File: src/rtl/dma_chan_pkg.sv
package dma_chan_pkg;

  typedef enum logic [2:0] {
    SEL_CTRL  = 3'd0,
    SEL_COUNT = 3'd1,
    SEL_PADDR = 3'd2,
    SEL_MADDR = 3'd3,
    SEL_MODE  = 3'd4
  } reg_sel_e;

  // bits [3:2] step size, [1] memory increment, [0] peripheral increment
  typedef struct packed {
    logic [1:0] size;
    logic       m_inc;
    logic       p_inc;
  } chan_mode_t;

  localparam int MODE_W = $bits(chan_mode_t);

  function automatic logic [2:0] step_of(input logic [1:0] size);
    case (size)
      2'd0:    step_of = 3'd1;
      2'd1:    step_of = 3'd2;
      default: step_of = 3'd4;
    endcase
  endfunction

endpackage

File: src/rtl/dma_cfg_regs.sv
module dma_cfg_regs
  import dma_chan_pkg::*;
#(
  parameter int DATA_W = 16,
  parameter int CNT_W  = 16,
  parameter int ADDR_W = 16
) (
  input  logic              clk,
  input  logic              rst_n,
  input  logic              wr_en,
  input  logic [2:0]        wr_sel,
  input  logic [DATA_W-1:0] wr_data,
  output logic              en_o,
  output logic              start_o,
  output logic              fresh_o,
  output logic [CNT_W-1:0]  prog_cnt_o,
  output logic [ADDR_W-1:0] prog_paddr_o,
  output logic [ADDR_W-1:0] prog_maddr_o,
  output chan_mode_t        prog_mode_o
);

  logic              en_q, en_d;
  logic              dirty_q, dirty_d;
  logic [CNT_W-1:0]  cnt_q;
  logic [ADDR_W-1:0] pa_q, ma_q;
  chan_mode_t        mode_q;

  logic ctrl_wr, cfg_wr, start, fresh;
  logic cnt_we, pa_we, ma_we, mode_we;

  always_comb begin
    ctrl_wr = wr_en && (wr_sel == SEL_CTRL);
    cfg_wr  = wr_en && !en_q && (wr_sel >= SEL_COUNT) && (wr_sel <= SEL_MODE);
    start   = ctrl_wr && wr_data[0] && !en_q;
    fresh   = start && dirty_q;
    cnt_we  = cfg_wr && (wr_sel == SEL_COUNT);
    pa_we   = cfg_wr && (wr_sel == SEL_PADDR);
    ma_we   = cfg_wr && (wr_sel == SEL_MADDR);
    mode_we = cfg_wr && (wr_sel == SEL_MODE);
    en_d    = ctrl_wr ? wr_data[0] : en_q;
    if (start)       dirty_d = 1'b0;
    else if (cfg_wr) dirty_d = 1'b1;
    else             dirty_d = dirty_q;
  end

  always_ff @(posedge clk or negedge rst_n) begin
    if (!rst_n) begin
      en_q    <= 1'b0;
      dirty_q <= 1'b1;
    end else begin
      en_q    <= en_d;
      dirty_q <= dirty_d;
    end
  end

  always_ff @(posedge clk or negedge rst_n) begin
    if (!rst_n)      cnt_q <= '0;
    else if (cnt_we) cnt_q <= wr_data[CNT_W-1:0];
  end

  always_ff @(posedge clk or negedge rst_n) begin
    if (!rst_n)     pa_q <= '0;
    else if (pa_we) pa_q <= wr_data[ADDR_W-1:0];
  end

  always_ff @(posedge clk or negedge rst_n) begin
    if (!rst_n)     ma_q <= '0;
    else if (ma_we) ma_q <= wr_data[ADDR_W-1:0];
  end

  always_ff @(posedge clk or negedge rst_n) begin
    if (!rst_n)       mode_q <= '0;
    else if (mode_we) mode_q <= chan_mode_t'(wr_data[MODE_W-1:0]);
  end

  assign en_o         = en_q;
  assign start_o      = start;
  assign fresh_o      = fresh;
  assign prog_cnt_o   = cnt_q;
  assign prog_paddr_o = pa_q;
  assign prog_maddr_o = ma_q;
  assign prog_mode_o  = mode_q;

  // settings are frozen while the channel is enabled
  p_cfg_locked_r3: assert property (@(posedge clk) disable iff (!rst_n)
    en_q |=> ($stable(cnt_q) && $stable(pa_q) && $stable(ma_q) && $stable(mode_q)));

  // an enable always consumes the change mark
  p_dirty_taken_r4: assert property (@(posedge clk) disable iff (!rst_n)
    start |=> (!dirty_q && en_q));

endmodule

File: src/rtl/dma_addr_walk.sv
module dma_addr_walk #(
  parameter int ADDR_W = 16
) (
  input  logic              clk,
  input  logic              rst_n,
  input  logic              load,
  input  logic [ADDR_W-1:0] load_val,
  input  logic              adv,
  input  logic              inc_en,
  input  logic [2:0]        step,
  output logic [ADDR_W-1:0] addr_o
);

  logic [ADDR_W-1:0] addr_q, addr_d;
  logic              addr_we;

  always_comb begin
    addr_we = load || (adv && inc_en);
    addr_d  = load ? load_val : (addr_q + ADDR_W'(step));
  end

  always_ff @(posedge clk or negedge rst_n) begin
    if (!rst_n)       addr_q <= '0;
    else if (addr_we) addr_q <= addr_d;
  end

  assign addr_o = addr_q;

  // an address moves only on a load or an accepted beat
  p_addr_hold_r7: assert property (@(posedge clk) disable iff (!rst_n)
    (!load && !adv) |=> $stable(addr_q));

endmodule

File: src/rtl/dma_xfer_state.sv
module dma_xfer_state
  import dma_chan_pkg::*;
#(
  parameter int CNT_W = 16
) (
  input  logic             clk,
  input  logic             rst_n,
  input  logic             en,
  input  logic             fresh,
  input  logic             beat_done,
  input  logic [CNT_W-1:0] prog_cnt,
  input  chan_mode_t       prog_mode,
  output logic             busy_o,
  output logic             accept_o,
  output logic             done_o,
  output logic [CNT_W-1:0] cnt_o,
  output chan_mode_t       mode_o
);

  logic [CNT_W-1:0] cnt_q, cnt_d;
  logic             done_q, done_d;
  chan_mode_t       mode_q;
  logic             busy, accept, cnt_we, last_beat;

  always_comb begin
    busy      = en && (cnt_q != '0);
    accept    = beat_done && busy;
    last_beat = accept && (cnt_q == CNT_W'(1));
    cnt_we    = fresh || accept;
    cnt_d     = fresh ? prog_cnt : (cnt_q - CNT_W'(1));
    if (fresh)          done_d = 1'b0;
    else if (last_beat) done_d = 1'b1;
    else                done_d = done_q;
  end

  always_ff @(posedge clk or negedge rst_n) begin
    if (!rst_n)      cnt_q <= '0;
    else if (cnt_we) cnt_q <= cnt_d;
  end

  always_ff @(posedge clk or negedge rst_n) begin
    if (!rst_n) done_q <= 1'b0;
    else        done_q <= done_d;
  end

  always_ff @(posedge clk or negedge rst_n) begin
    if (!rst_n)     mode_q <= '0;
    else if (fresh) mode_q <= prog_mode;
  end

  assign busy_o   = busy;
  assign accept_o = accept;
  assign done_o   = done_q;
  assign cnt_o    = cnt_q;
  assign mode_o   = mode_q;

  // one accepted beat, one count
  p_cnt_step_r6: assert property (@(posedge clk) disable iff (!rst_n)
    accept |=> (cnt_q == $past(cnt_q) - CNT_W'(1)));

  // nothing moves while disabled
  p_idle_hold_r2: assert property (@(posedge clk) disable iff (!rst_n)
    (!en && !fresh) |=> $stable(cnt_q));

  // completion sticks until a fresh start
  p_done_sticky_r8: assert property (@(posedge clk) disable iff (!rst_n)
    (done_q && !fresh) |=> done_q);

  // a zero-count start owes no beats
  p_zero_start_r9: assert property (@(posedge clk) disable iff (!rst_n)
    (fresh && (prog_cnt == '0)) |=> (!busy && !done_q));

endmodule

File: src/rtl/dma_chan_ctl.sv
module dma_chan_ctl
  import dma_chan_pkg::*;
#(
  parameter int DATA_W = 16,
  parameter int CNT_W  = 16,
  parameter int ADDR_W = 16
) (
  input  logic              clk,
  input  logic              rst_n,
  input  logic              wr_en,
  input  logic [2:0]        wr_sel,
  input  logic [DATA_W-1:0] wr_data,
  input  logic              beat_done,
  output logic              active,
  output logic              busy,
  output logic              done,
  output logic [CNT_W-1:0]  cur_count,
  output logic [ADDR_W-1:0] cur_paddr,
  output logic [ADDR_W-1:0] cur_maddr
);

  localparam int N_PTR = 2;  // 0 peripheral, 1 memory

  logic                         en, start, fresh, accept;
  logic [CNT_W-1:0]             prog_cnt;
  logic [N_PTR-1:0][ADDR_W-1:0] prog_addr, cur_addr;
  logic [N_PTR-1:0]             inc_en;
  chan_mode_t                   prog_mode, work_mode;
  logic [2:0]                   step;

  dma_cfg_regs #(.DATA_W(DATA_W), .CNT_W(CNT_W), .ADDR_W(ADDR_W)) u_cfg (
    .clk          (clk),
    .rst_n        (rst_n),
    .wr_en        (wr_en),
    .wr_sel       (wr_sel),
    .wr_data      (wr_data),
    .en_o         (en),
    .start_o      (start),
    .fresh_o      (fresh),
    .prog_cnt_o   (prog_cnt),
    .prog_paddr_o (prog_addr[0]),
    .prog_maddr_o (prog_addr[1]),
    .prog_mode_o  (prog_mode)
  );

  dma_xfer_state #(.CNT_W(CNT_W)) u_xfer (
    .clk       (clk),
    .rst_n     (rst_n),
    .en        (en),
    .fresh     (fresh),
    .beat_done (beat_done),
    .prog_cnt  (prog_cnt),
    .prog_mode (prog_mode),
    .busy_o    (busy),
    .accept_o  (accept),
    .done_o    (done),
    .cnt_o     (cur_count),
    .mode_o    (work_mode)
  );

  assign step   = step_of(work_mode.size);
  assign inc_en = {work_mode.m_inc, work_mode.p_inc};

  for (genvar i = 0; i < N_PTR; i++) begin : g_ptr
    dma_addr_walk #(.ADDR_W(ADDR_W)) u_walk (
      .clk      (clk),
      .rst_n    (rst_n),
      .load     (fresh),
      .load_val (prog_addr[i]),
      .adv      (accept),
      .inc_en   (inc_en[i]),
      .step     (step),
      .addr_o   (cur_addr[i])
    );
  end

  assign active    = en;
  assign cur_paddr = cur_addr[0];
  assign cur_maddr = cur_addr[1];

  // beats are owed only by an enabled channel
  p_busy_active_r10: assert property (@(posedge clk) disable iff (!rst_n)
    busy |-> active);

  // a resume leaves the working values where they were
  p_resume_keep_r5: assert property (@(posedge clk) disable iff (!rst_n)
    (start && !fresh) |=> ($stable(cur_count) && $stable(cur_paddr) && $stable(cur_maddr)));

  // completion comes only from the last accepted beat
  p_done_rise_r8: assert property (@(posedge clk) disable iff (!rst_n)
    $rose(done) |-> (cur_count == '0));

endmodule

File: config.mk
export PLATFORM = sky130hd
export DESIGN_NAME = dma_chan_ctl
export DESIGN_NICKNAME = d
export VERILOG_FILES = /design/src/rtl/dma_chan_pkg.sv /design/src/rtl/dma_cfg_regs.sv /design/src/rtl/dma_addr_walk.sv /design/src/rtl/dma_xfer_state.sv /design/src/rtl/dma_chan_ctl.sv
export SDC_FILE = /design/constraint.sdc
export NUM_CORES = 1
export LEC_CHECK = 0
export BUFFER_PORTS_ARGS = -buffer_cell sky130_fd_sc_hd__buf_2
export CAP_MARGIN = 25
export CORE_UTILIZATION = 50
export DETAILED_ROUTE_END_ITERATION = 8
export PLACE_DENSITY = 0.71
export SYNTH_ARGS = -nofsm -noshare
export SYNTH_HDL_FRONTEND = slang
export SYNTH_SLANG_ARGS = --single-unit
File: constraint.sdc
create_clock -name clk -period 2.9 [get_ports clk]
set_input_delay 0.58 -clock clk [delete_from_list [all_inputs] [get_ports clk]]
set_output_delay 0.58 -clock clk [all_outputs]
set_load 0.01 [all_outputs]
==> flow_results.xml <==
<?xml version="1.0" encoding="UTF-8"?>
<metrics>
  <group name="layout">
    <metric name="fillerInstances" unit="">880</metric>
    <metric name="fraction_of_final_layout_cells_sized_beyond_drive_strength_1" unit="%">30.3</metric>
    <metric name="regArea" unit="um2">2680</metric>
    <metric name="antenna_cells" unit="">0</metric>
    <metric name="area_growth" unit="%">14.0</metric>
    <metric name="layout.nets" unit="">593</metric>
    <metric name="multi_input_comb_area" unit="um2">2490</metric>
  </group>
  <group name="critical_path">
    <metric name="worstPathRequired" unit="ps">2320</metric>
    <metric name="endpoint_kind" unit="">primary output</metric>
    <metric name="arrival" unit="ps">2130</metric>
    <metric name="critical_path.startpoint_type" unit="">flop</metric>
    <metric name="reg_to_reg_critical_path_endpoint" unit="">g_ptr[0].u_walk.addr_o[8]</metric>
    <metric name="cp_cell_sequence" unit="">inv_1 &gt; ha_1 &gt; nor3b_1 &gt; nand4_4 &gt; and2_1 &gt; buf_2</metric>
    <metric name="slowest_stage_delay_cp" unit="ps">460</metric>
    <metric name="path_max_fanout" unit="">8</metric>
    <metric name="timing.rr.start" unit="">u_xfer.mode_o[3]</metric>
    <metric name="worst_path_max_delay_cell" unit="">dfrtp_1</metric>
    <metric name="r2r.worst_path.cells" unit="">8</metric>
    <metric name="worst-r2r-setup-slack" unit="ps">490</metric>
    <metric name="worst-setup-path-type" unit="">reg2out</metric>
  </group>
  <group name="floorplan">
    <metric name="dieWidth" unit="um">105</metric>
    <metric name="dieHeight" unit="um">105</metric>
    <metric name="die-area" unit="um2">11000</metric>
    <metric name="initial_core_util" unit="%">51.5</metric>
    <metric name="rows" unit="">37</metric>
    <metric name="core_area" unit="um2">10300</metric>
    <metric name="io_pins" unit="">74</metric>
  </group>
  <group name="clock_tree">
    <metric name="clock_insertion_delay_worst_skew" unit="ps">390</metric>
    <metric name="clk_root_buffer_cell" unit="">clkbuf_8</metric>
    <metric name="post_cts_buffers" unit="">0</metric>
    <metric name="clk_pin_slew" unit="ps">100</metric>
    <metric name="post_cts_hold_buffer_count" unit="">0</metric>
    <metric name="cts_repair_resize_count" unit="">0</metric>
    <metric name="cts_htree_levels" unit="">3</metric>
    <metric name="clock_path_buffers" unit="">2</metric>
    <metric name="clock_sinks" unit="">107</metric>
    <metric name="number_of_buffers_created_by_cts" unit="">9</metric>
    <metric name="cts_tree" unit="">built</metric>
  </group>
  <group name="place">
    <metric name="place_worst_setup_slack" unit="ps">547</metric>
    <metric name="place.detailed.hpwl" unit="mm">9.36</metric>
    <metric name="place.port_buffers" unit="">73</metric>
    <metric name="gpl.final_weighted_congestion" unit="">0.870</metric>
  </group>
  <group name="synth">
    <metric name="asyncSetResetFlopFracSynth" unit="%">100</metric>
    <metric name="syn-num-nets" unit="">518</metric>
    <metric name="syn_area_per_cell" unit="um2">10.9</metric>
    <metric name="synth.distinct_cells" unit="">56</metric>
    <metric name="syn-instance-count" unit="">488</metric>
    <metric name="synth.yosys.warnings" unit="">0</metric>
    <metric name="synth.yosys.seq_area_share" unit="%">50.6</metric>
    <metric name="mappedNetlistArea" unit="um2">5300</metric>
    <metric name="synth-edff-count" unit="">0</metric>
    <metric name="yosys_register_bits" unit="">107</metric>
    <metric name="synth-main-ff-cell" unit="">dfrtp_1</metric>
  </group>
  <group name="sta">
    <metric name="worst_pin_slew" unit="ps">600</metric>
    <metric name="setup-violations-final" unit="">0</metric>
    <metric name="max_clock_freq" unit="MHz">369</metric>
    <metric name="min_period" unit="ps">2710</metric>
    <metric name="final_hold_viol_count" unit="">0</metric>
    <metric name="max_slew_headroom_at_the_worst_pin" unit="%">59.7</metric>
    <metric name="period_share" unit="%">93.5</metric>
    <metric name="setup_repair_after_global_routing_missed_its_margin" unit="">false</metric>
    <metric name="finalSetupTns" unit="ps">0</metric>
    <metric name="worst_setup_slack_final" unit="ps">187</metric>
    <metric name="slew_violations" unit="">0</metric>
    <metric name="skew" unit="ps">11.3</metric>
  </group>
  <group name="global_routing">
    <metric name="antenna_found_initial" unit="">0</metric>
    <metric name="grt_max_degree" unit="">47</metric>
    <metric name="grt_overflow" unit="">0</metric>
    <metric name="via_count_of_the_first_global_routing_pass" unit="">4184</metric>
    <metric name="grt_use_total" unit="%">25.3</metric>
    <metric name="wire_length_of_the_first_global_routing_pass" unit="mm">21.4</metric>
  </group>
  <group name="routing">
    <metric name="detailedRoute.firstIterationViolations" unit="">244</metric>
    <metric name="wirelength" unit="mm">12.9</metric>
    <metric name="drt.antenna.violating_nets" unit="">0</metric>
    <metric name="post-route-drc-count" unit="">0</metric>
    <metric name="detailed_router_iteration_count_before_antenna_repair" unit="">5</metric>
    <metric name="vias_per_cell" unit="">5.96</metric>
    <metric name="via_count" unit="">4195</metric>
    <metric name="route.detailed.wl_per_inst" unit="um">18.3</metric>
  </group>
  <group name="pwr">
    <metric name="peakVddDrop" unit="mV">0.319</metric>
    <metric name="power_density_over_the_cells" unit="nW/um2">798</metric>
    <metric name="p_leak" unit="uW">0.00262</metric>
  </group>
  <group name="run">
    <metric name="cap_violations" unit="">0</metric>
  </group>
  <group name="hold_path">
    <metric name="min_path_type" unit="">in2async</metric>
  </group>
  <group name="run_status">
    <metric name="result_of_the_run" unit="">finished clean</metric>
  </group>
</metrics>
==> state kept, by name (all words and copies together), names as in the netlist <==
register	flops
u_cfg.prog_cnt_o	16
u_cfg.dirty_q	1
u_xfer.mode_o	4
u_cfg.prog_maddr_o	16
u_xfer.cnt_o	16
u_xfer.done_o	1
u_cfg.en_o	1
g_ptr.u_walk.addr_o	32
u_cfg.prog_paddr_o	16
u_cfg.prog_mode_o	4
==> cells in the final DEF (no fill, tap or decap), types with 3 or more instances in the layout <==
cell	netlist	layout
a221o_1	3	3
and4_1	4	3
and2_1	6	6
o211ai_1	7	7
nor4_1	9	9
nor3_1	10	10
buf_2	5	72
nand2_1	63	63
o21ai_1	3	3
nand2b_1	3	3
xnor2_1	17	17
clkbuf_8	0	9
nor2_1	31	31
dfrtp_1	106	106
ha_1	7	7
and3_1	6	6
xor2_1	11	11
a21o_1	4	4
buf_4	4	12
o21ai_0	28	28
a211oi_1	5	5
mux2i_1	6	6
nand3_1	19	19
nand4_1	15	15
mux2_2	53	53
a21oi_1	14	14
==> kinds of logic (layout without fill, tap and decap cells) <==
logic type | after synthesis | after routing | synth area share (%)
compound gates | 78 | 78 | 9.61
xor+xnor | 28 | 28 | 4.63
mux | 59 | 59 | 12.4
simple gates | 185 | 185 | 18.8
buf+inv | 24 | 104 | 2.39
fa+ha+maj | 7 | 7 | 1.65
flops | 107 | 107 | 50.6
==> layout make-up <==
type                    count  area share, %
well taps                 136           2.82
flip-flops and latches    107           44.4
repair buffers             86           8.12
clock inverters             7           1.24
multi-input cells         357           41.3
clock buffers               9           2.05
inverters                   2          0.124
==> per-layer routing <==
layer / vias up / track usage, % / wire (um)
met5: - / 0 / 0
met4: 0 / 12.1 / 325
met3: 26 / 4.18 / 590
met2: 122 / 40.2 / 6320
met1: 2129 / 33.9 / 5660
li1: 1918 / - / -
==> stage by stage <==
step / power, uW / cells / utilization (%) / area (um2) / hold WS [ps]
final: 4820 / 704 / 58.8 / 6040 / 157
after global routing: 5130 / 704 / 58.8 / 6040 / 212
after CTS: 4840 / 704 / 58.8 / 6040 / 177
after detailed placement: 3900 / 688 / 56.8 / 5840 / 463
after global placement: 3830 / 688 / 56.8 / 5840 / 450
after floorplan: 3300 / 488 / - / 5300 / 284
==> power breakdown <==
| group | switching (uW) | internal (uW) | total [uW] |
|---|---|---|---|
| Clock | 542 | 406 | 948 |
| Combinational | 739 | 688 | 1430 |
| Sequential | 514 | 1930 | 2450 |
==> critical path: cells and delay by family (launching register included) <==
family	cells	cell delay, ps
flops	1	460
fa+ha+maj	1	150
buf+inv	2	250
simple gates	3	900
==> synthesized netlist by cell type (all sizes together) (4+ instances only) <==
cell type,count,share of area [%]
dfrtp,106,50
nand2,64,4.6
mux2,53,11
o21ai,32,3.1
nor2,31,2.2
nand3,20,2.0
xnor2,17,2.8
nand4,16,2.2
a21oi,14,1.3
nor4,13,2.3
buf,11,1.5
clkbuf,11,0.78
xor2,11,1.8
nor3,10,0.94
and3,7,0.85
ha,7,1.7
o211ai,7,0.99
and2,6,0.71
mux2i,6,1.1
a211oi,5,0.71
a21o,4,0.57
and4,4,0.66
==> worst max path at each step <==
stage                                start                          to  slack [ps]  depth (start not counted)
final                      u_xfer.cnt_o[0]                        busy         190                          6
after global routing       u_xfer.cnt_o[0]                        busy          60                          6
after CTS                  u_xfer.cnt_o[0]                        busy         180                          6
after detailed placement  u_xfer.mode_o[3]  g_ptr[0].u_walk.addr_o[14]         550                          8
after global placement    u_xfer.mode_o[3]  g_ptr[0].u_walk.addr_o[12]         630                          8
after floorplan            u_xfer.cnt_o[0]                        busy         740                          6
Note: power is estimated with default switching activity, not from simulation.
